**config.mk**
```make
export PLATFORM = sky130hd
export DESIGN_NAME = posted_notify_drain
export DESIGN_NICKNAME = d
export VERILOG_FILES = /design/src/rtl/pn_pkg.sv /design/src/rtl/pn_seq.sv /design/src/rtl/pn_merge.sv /design/src/rtl/posted_notify_drain.sv
export SDC_FILE = /design/constraint.sdc
export NUM_CORES = 1
export LEC_CHECK = 0
export ABC_AREA = 1
export BUFFER_PORTS_ARGS = -buffer_cell sky130_fd_sc_hd__buf_4
export CORE_AREA = 2 2 130 132
export DETAILED_ROUTE_END_ITERATION = 8
export DIE_AREA = 0 0 132 134
export PLACE_DENSITY = 0.71
export SYNTH_ARGS = -nofsm -noshare
export SYNTH_HDL_FRONTEND = slang
export SYNTH_SLANG_ARGS = --single-unit
```
**constraint.sdc**
```tcl
create_clock -name clk -period 4 [get_ports clk]
set_clock_uncertainty 0.05 [all_clocks]
set_input_delay 1.2 -clock clk [delete_from_list [all_inputs] [get_ports clk]]
set_output_delay 1.2 -clock clk [all_outputs]
set_load 0.02 [all_outputs]
```
**src/rtl/pn_pkg.sv**
```systemverilog
package pn_pkg;

    localparam int REQ_W      = 64;
    localparam int REQ_OFFSET = 8;

    typedef enum logic [2:0] {
        ST_IDLE,
        ST_RD_HDR,
        ST_WR_HDR,
        ST_RD_REQ,
        ST_WR_REQ,
        ST_DONE
    } pn_state_e;

    typedef struct packed {
        logic             req;
        logic             we;
        logic             wide;
        logic [REQ_W-1:0] wdata;
    } pn_access_t;

    function automatic logic [7:0] drop_outstanding(input logic [7:0] hdr);
        return hdr & 8'hFE;
    endfunction

    function automatic logic is_busy(input pn_state_e st);
        return st != ST_IDLE;
    endfunction

endpackage

```
**src/rtl/pn_seq.sv**
```systemverilog
module pn_seq
    import pn_pkg::*;
#(
    parameter int ADDR_W = 32
) (
    input  logic              clk,
    input  logic              rst,
    input  logic              start,
    input  logic [ADDR_W-1:0] desc_base,
    output logic              mem_req,
    output logic              mem_we,
    output logic              mem_wide,
    output logic [ADDR_W-1:0] mem_addr,
    output logic [REQ_W-1:0]  mem_wdata,
    input  logic              mem_ack,
    input  logic [REQ_W-1:0]  mem_rdata,
    output logic              done,
    output logic [REQ_W-1:0]  fetched
);

    localparam logic [ADDR_W-1:0] WORD_OFS = ADDR_W'(REQ_OFFSET);

    pn_state_e        state_q;
    logic [7:0]       hdr_q;
    logic [REQ_W-1:0] word_q;
    logic             replay_q;
    pn_access_t       acc;

    always_ff @(posedge clk) begin
        if (rst) begin
            state_q  <= ST_IDLE;
            hdr_q    <= '0;
            word_q   <= '0;
            replay_q <= 1'b0;
        end else begin
            if (!is_busy(state_q))
                replay_q <= 1'b0;
            else if (start)
                replay_q <= 1'b1;
            case (state_q)
                ST_IDLE:   if (start || replay_q) state_q <= ST_RD_HDR;
                ST_RD_HDR: if (mem_ack) begin
                    hdr_q   <= mem_rdata[7:0];
                    state_q <= ST_WR_HDR;
                end
                ST_WR_HDR: if (mem_ack) state_q <= ST_RD_REQ;
                ST_RD_REQ: if (mem_ack) begin
                    word_q  <= mem_rdata;
                    state_q <= ST_WR_REQ;
                end
                ST_WR_REQ: if (mem_ack) state_q <= ST_DONE;
                default:   state_q <= ST_IDLE;
            endcase
        end
    end

    always_comb begin
        acc = '0;
        case (state_q)
            ST_RD_HDR: acc.req = 1'b1;
            ST_WR_HDR: begin
                acc.req   = 1'b1;
                acc.we    = 1'b1;
                acc.wdata = {{(REQ_W-8){1'b0}}, drop_outstanding(hdr_q)};
            end
            ST_RD_REQ: begin
                acc.req  = 1'b1;
                acc.wide = 1'b1;
            end
            ST_WR_REQ: begin
                acc.req  = 1'b1;
                acc.we   = 1'b1;
                acc.wide = 1'b1;
            end
            default: acc = '0;
        endcase
    end

    assign mem_req   = acc.req;
    assign mem_we    = acc.we;
    assign mem_wide  = acc.wide;
    assign mem_wdata = acc.wdata;
    assign mem_addr  = acc.wide ? desc_base + WORD_OFS : desc_base;
    assign done      = (state_q == ST_DONE);
    assign fetched   = word_q;

    // an unacknowledged access stays put
    a_r4_hold_until_ack: assert property (@(posedge clk) disable iff (rst)
        (mem_req && !mem_ack) |=> (mem_req && $stable(mem_we) && $stable(mem_wide)
                                   && $stable(mem_wdata)));
    // the header write is followed by the wide read
    a_r3_order_after_hdr: assert property (@(posedge clk) disable iff (rst)
        (mem_req && mem_ack && mem_we && !mem_wide) |=> (mem_req && !mem_we && mem_wide));
    // single-cycle done, with no access alongside it
    a_r5_done_pulse: assert property (@(posedge clk) disable iff (rst)
        done |=> !done);
    a_r5_done_quiet: assert property (@(posedge clk) disable iff (rst)
        done |-> !mem_req);

endmodule

```
**src/rtl/pn_merge.sv**
```systemverilog
module pn_merge
    import pn_pkg::*;
(
    input  logic             clk,
    input  logic             rst,
    input  logic             feat_en,
    input  logic             merge_en,
    input  logic [REQ_W-1:0] merge_bits,
    output logic [REQ_W-1:0] pend_req,
    output logic             pend_evt
);

    logic [REQ_W-1:0] pend_q;

    always_ff @(posedge clk) begin
        if (rst)
            pend_q <= '0;
        else if (merge_en)
            pend_q <= pend_q | merge_bits;
    end

    assign pend_req = pend_q;
    assign pend_evt = feat_en && (pend_q != '0);

    // previously pending bits survive every cycle
    a_r6_keep_pending: assert property (@(posedge clk) disable iff (rst)
        1'b1 |=> ((pend_q & $past(pend_q)) == $past(pend_q)));
    // without a merge the register holds its value
    a_r7_hold_no_merge: assert property (@(posedge clk) disable iff (rst)
        !merge_en |=> $stable(pend_q));

endmodule

```
**src/rtl/posted_notify_drain.sv**
```systemverilog
module posted_notify_drain
    import pn_pkg::*;
#(
    parameter int ADDR_W = 32
) (
    input  logic              clk,
    input  logic              rst,
    input  logic              feat_en,
    input  logic [ADDR_W-1:0] desc_base,
    input  logic              start,
    output logic              mem_req,
    output logic              mem_we,
    output logic              mem_wide,
    output logic [ADDR_W-1:0] mem_addr,
    output logic [63:0]       mem_wdata,
    input  logic              mem_ack,
    input  logic [63:0]       mem_rdata,
    output logic              done,
    output logic [63:0]       merge_bits,
    output logic [63:0]       pend_req,
    output logic              pend_evt
);

    logic [REQ_W-1:0] fetched;

    pn_seq #(.ADDR_W(ADDR_W)) u_seq (
        .clk       (clk),
        .rst       (rst),
        .start     (start),
        .desc_base (desc_base),
        .mem_req   (mem_req),
        .mem_we    (mem_we),
        .mem_wide  (mem_wide),
        .mem_addr  (mem_addr),
        .mem_wdata (mem_wdata),
        .mem_ack   (mem_ack),
        .mem_rdata (mem_rdata),
        .done      (done),
        .fetched   (fetched)
    );

    pn_merge u_merge (
        .clk        (clk),
        .rst        (rst),
        .feat_en    (feat_en),
        .merge_en   (done),
        .merge_bits (fetched),
        .pend_req   (pend_req),
        .pend_evt   (pend_evt)
    );

    assign merge_bits = fetched;

    // event output tracks the register and the enable
    a_r8_evt_needs_pending: assert property (@(posedge clk) disable iff (rst)
        pend_evt |-> (feat_en && (pend_req != '0)));
    // a done cycle grows the register by the fetched bits
    a_r6_merge_applied: assert property (@(posedge clk) disable iff (rst)
        done |=> ((pend_req & $past(merge_bits)) == $past(merge_bits)));

endmodule

```
# After elaboration in Yosys (flattened, before gate mapping)
# Index checks and enable logic that the tools add are counted.
# totals
regBits	140
in_bits	101
out_inout_bits	229
elab_cells	41
# classes
addsub	1
n_eq_ne	10
muxes	11
bitwise_logic	2
reduce_logical	12
# ops
cell	count
$or 64x64->64	1
$reduce_bool 64->1	1
$add 32x4->32 const B	1
$mux 32	1
$mux 3	5
$pmux 3 s5	1
$mux 8	1
$ne 2x2->1 const B	4
$eq 3x2->1 const B	2
$eq 3x3->1 const B	2
$reduce_or 2->1	3
$reduce_and 5->1	1
$reduce_and 2->1	2
$reduce_or 4->1	1
$eq 3x1->1 const B	1
$logic_not 3->1	1
$mux 1	3
$reduce_bool 3->1	1
$ne 2x1->1 const B	1
$logic_and 1x1->1	1
$logic_or 1x1->1	1
$not 1->1	1

# Logic depth before layout (Yosys ltp)
# logic_depth
depth_word	4
depth_mapped	10

# By module
# A second synthesis with hierarchy kept.
# unflattened
hier_cells	862
area_unflattened_um2	6386.1
# modules_own_cells
mod	n_inst	cells_per_inst	area_per_inst_um2	seq_area_each_um2
pn_seq	1	588	4169.0	1501.4
pn_merge	1	274	2217.1	1281.2

# Least setup slack after synthesis
# No wires, ideal clock.
# synth_path
path_kind	input -> output
from	input port desc_base[3]
to	output port mem_addr[19]
t_arrival_ns	2.264
required_time_ns	2.750
slack_ns	0.486
stages	7
path_buffers	0
path_cell_list	ha_1 > nand3_1 > inv_1 > nand2_1 > nor2_4 > nand3_1 > xnor2_1
# synth_via
elab_chain_len	2
# synth_rtl
item	line	rtl
start, declared	posted_notify_drain.sv:9	input logic [ADDR_W-1:0] desc_base,
$add 32x4->32	pn_seq.sv:83	assign mem_addr = acc.wide ? desc_base + WORD_OFS : desc_base;
$mux 32	pn_seq.sv:83	
end, declared	posted_notify_drain.sv:14	output logic [ADDR_W-1:0] mem_addr,
# No other way between the ends.

# Worst setup path after layout
# Ends and elaborated chain as after synthesis.

==> results.md <==
Job:
- The tool flagged a number of max-cap violations equal to 0.

Global route:
- The total grt overflow is 0.
- Entering global routing, the biggest net connects 67 pins.
- The number of global-route vias before repair was 5,688.
- Global routing consumed, over all layers together, 20.2% of the routing resources.
- The number of antenna violations at the first check in global routing was 0.
- The first-pass GRT wire length is 28,800 µm.

Power:
- The share of total power in combinational logic is 21.4%.
- Of the total power, the share spent switching nets is 29.6%.
- The internal portion of the total power is 2.90 mW.
- The total design power is 4.12 mW.
- Registers are responsible for 38.5% of the overall power.
- The leakage power summed over all cells is 4.02 nW.
- Dividing total power by cell area gives a power density of 459 nW/µm².
- IR analysis of the VDD net gives a maximum drop of 0.258 mV.
- The analysis attributes to net switching a power of 1.22 mW.
- The share of total power dissipated in the clock network is 40.0%.

Critical path:
- For the worst flop-to-flop path, the logic depth is 4.
- STA classifies the critical path endpoint as an output port.
- Data arrives at the worst endpoint at 2.44 ns.
- In this run the worst path has a maximum fanout of 9.
- The startpoint-to-endpoint class of the critical path is in -> out.
- Data on the critical path is required at its endpoint by 2.75 ns.
- The type of origin of the critical path is an input pin.

Synthesis:
- The area of the mapped netlist is 6470 µm².
- After synthesis, the mean cell area works out to 7.18 µm².
- The yosys synthesis warning count is 0.
- In this run the biggest area consumer among cell types represents 43.0% of the synthesized area.
- The synthesized design contains 139 register bits.
- The cell count after synthesis is 901.
- The largest area contributor in the netlist is sky130_fd_sc_hd__dfxtp_1.
- The distinct cell type count after synthesis is 30.
- By area the synthesized netlist is led by sky130_fd_sc_hd__dfxtp_1 (43%), sky130_fd_sc_hd__a21oi_1 (11%), sky130_fd_sc_hd__inv_1 (9.5%).
- Of the synthesized area, sequential elements account for 43.0%.

Clock tree:
- The H-tree was split into 4 levels.
- The sink count of the clock tree is 139.
- Buffers inserted to repair hold after CTS numbered 0.
- TritonCTS built the clock tree.
- The clock tree root driver cell is sky130_fd_sc_hd__clkbuf_16.
- The clock passes through at most 2 buffers.
- Once the clock tree was built, the setup fixing pass inserted 0 buffers.
- Clock tree synthesis inserted a total of 17 buffers.
- The clock-pin slew on the worst setup and hold paths is 0.06 ns.
- The later pin in the worst-skew pair is clocked with a latency of 0.40 ns.
- The number of cells upsized or downsized after cts is 0.

Route:
- The detail-routed net length per standard cell is 13.5 µm.
- Detailed routing inserted a total of 6,324 vias.
- Dividing the detail-routed via count by the number of cells gives 4.58.
- The total routed wirelength is 18,600 µm.
- For this run, design rule violations remaining after detail routing come to 0.
- After the first detailed-routing iteration, the DRC count stood at 310.
- Before antenna repair, the detailed router went through 4 iterations.
- The number of nets still failing antenna checks after routing is 0.

Cells and area:
- The post-route cell area is 8970 µm².
- Relative to the synthesized area, the layout overhead comes to 38.7%.
- The commonest non-fill, non-tap cell in the layout is sky130_fd_sc_hd__buf_4.
- The share of cells above drive strength 1 is 27.2%.
- Leaving out fill and tap cells, the most frequent cells in the layout are sky130_fd_sc_hd__buf_4 (271), sky130_fd_sc_hd__inv_1 (164), sky130_fd_sc_hd__nand2_1 (143).
- The number of antenna diodes is 0.
- Cells fill 55.1% of the core in the end.
- After the flow finishes, the layout carries non-filler instances totaling 1,381.
- The final layout contains 1,252 nets.

Floorplan:
- The initial standard-cell utilization of the core is 39.7%.
- From left edge to right edge, the die measures 132 µm.
- The die extent in y is 134 µm.
- The region available for standard cell placement spans 16,300 µm².
- The number of cell rows is 47.
- In this run the count of I/O pins placed on the die edge is 330.
- The die footprint is 17,700 µm².

Placed design:
- Detailed placement finished with a half-perimeter wire length of 13,800 µm.
- At the end of routability-driven placement, the weighted congestion stood at 0.828.
- The setup slack at placement is 0.309 ns.
- Counting tap cells, the placed design contains a total of 1,351 instances.
- The total of buffers placed on input and output ports is 266.
- The placed cell area is 8350 µm².

STA:
- In this run the tightest slew margin relative to its limit is 51.9%.
- The number of setup violations in the final report is 0.
- Derived from the worst setup path, the maximum achievable clock frequency is 0.271 GHz.
- Setup repair after global routing left no endpoint under its margin.
- The final count of hold timing violations came to 0.
- Dividing the final minimum period by the clock period gives 92.2%.
- The final period demand of the worst path is 3.69 ns.
- For the final routed database, the setup TNS stands at 0 ns.
- After layout, the worst setup slack is 0.312 ns.
- The transition time at the pin with the least slew margin is 0.721 ns.
- The number of max-slew violations in the final report is 0.
- Hold is met by 0.405 ns.

Run status:
- The run finished with clean final reports.

Worst hold path:
- The worst hold path was traced through 2 stages.
- The class of the tightest hold or removal check is reg -> reg.
[final timing paths]
kind | from | end | slack [ns]
setup / recovery | desc_base[3] | mem_addr[19] | 0.31
hold / removal | u_seq.hdr_q[6]$_SDFFE_PP0P_ | u_seq.hdr_q[6]$_SDFFE_PP0P_ | 0.40
setup reg to reg | u_seq.state_q[1]$_SDFFE_PP0P_ | u_seq.fetched[27]$_SDFFE_PP0P_ | 2.00
hold reg to reg | u_seq.hdr_q[6]$_SDFFE_PP0P_ | u_seq.hdr_q[6]$_SDFFE_PP0P_ | 0.40
[cells in the mapped netlist (all sizes together)]
master and count:
clkinv 1, clkbuf 17, nand4 14, inv 166
xor2 9, xnor2 7, a21boi 1, nor4 1
nand3b 4, or2 1, nor2 59, o21ai 75
ha 1, o21bai 3, nand3 32, nand2 144
conb 1, a21oi 137, buf 81, dfxtp 139
nor3 8
[worst max-delay path: stages]
cell	delay, ns
sky130_fd_sc_hd__buf_4	0.10
sky130_fd_sc_hd__ha_1	0.18
sky130_fd_sc_hd__nand3_1	0.10
sky130_fd_sc_hd__inv_1	0.06
sky130_fd_sc_hd__nand2_1	0.07
sky130_fd_sc_hd__nor2_4	0.24
sky130_fd_sc_hd__nand3_1	0.13
sky130_fd_sc_hd__xnor2_1	0.18
sky130_fd_sc_hd__buf_4	0.17
[power groups by stage]
stage / Sequential [mW] / Combinational (mW) / Clock, mW
2_1_floorplan: 1.68 / 0.511 / 0
3_3_place_gp: 1.61 / 0.878 / 0
3_5_place_dp: 1.62 / 0.887 / 0
4_1_cts: 1.59 / 0.891 / 1.68
5_1_grt: 1.60 / 0.967 / 1.74
6_report: 1.59 / 0.883 / 1.65
[kinds of logic after synthesis]
logic type / share of synthesized area, %
flops: 43.0
simple gates: 17.7
buf+inv: 20.0
other cells: 0.0580
xor+xnor: 2.17
fa+ha+maj: 0.193
compound gates: 16.9
[flip-flops by register name, summed over array words and instances (netlist names)]
register          cells
u_seq.fetched        64
u_seq.replay_q        1
u_seq.hdr_q           7
u_merge.pend_req     64
u_seq.state_q         3
[routing by layer]
layer / global-route usage, % / vias to the layer above / routed length (µm)
met2: 35.0 / 242 / 9130
met3: 5.78 / 30 / 1410
met4: 8.51 / 0 / 447
met1: 23.5 / 2855 / 7610
met5: 0 / - / 0
li1: - / 3197 / -
[area by class of cell]
| type | instances | area [µm²] |
|---|---|---|
| repair buffers | 272 | 2050 |
| well taps | 220 | 275 |
| fillers | 1581 | 7320 |
| clock buffers | 20 | 457 |
| clock inverters | 10 | 165 |
| flip-flops and latches | 139 | 2780 |
| inverters | 167 | 627 |
| multi-input cells | 553 | 2610 |
Power figures use the tool's default switching activity.
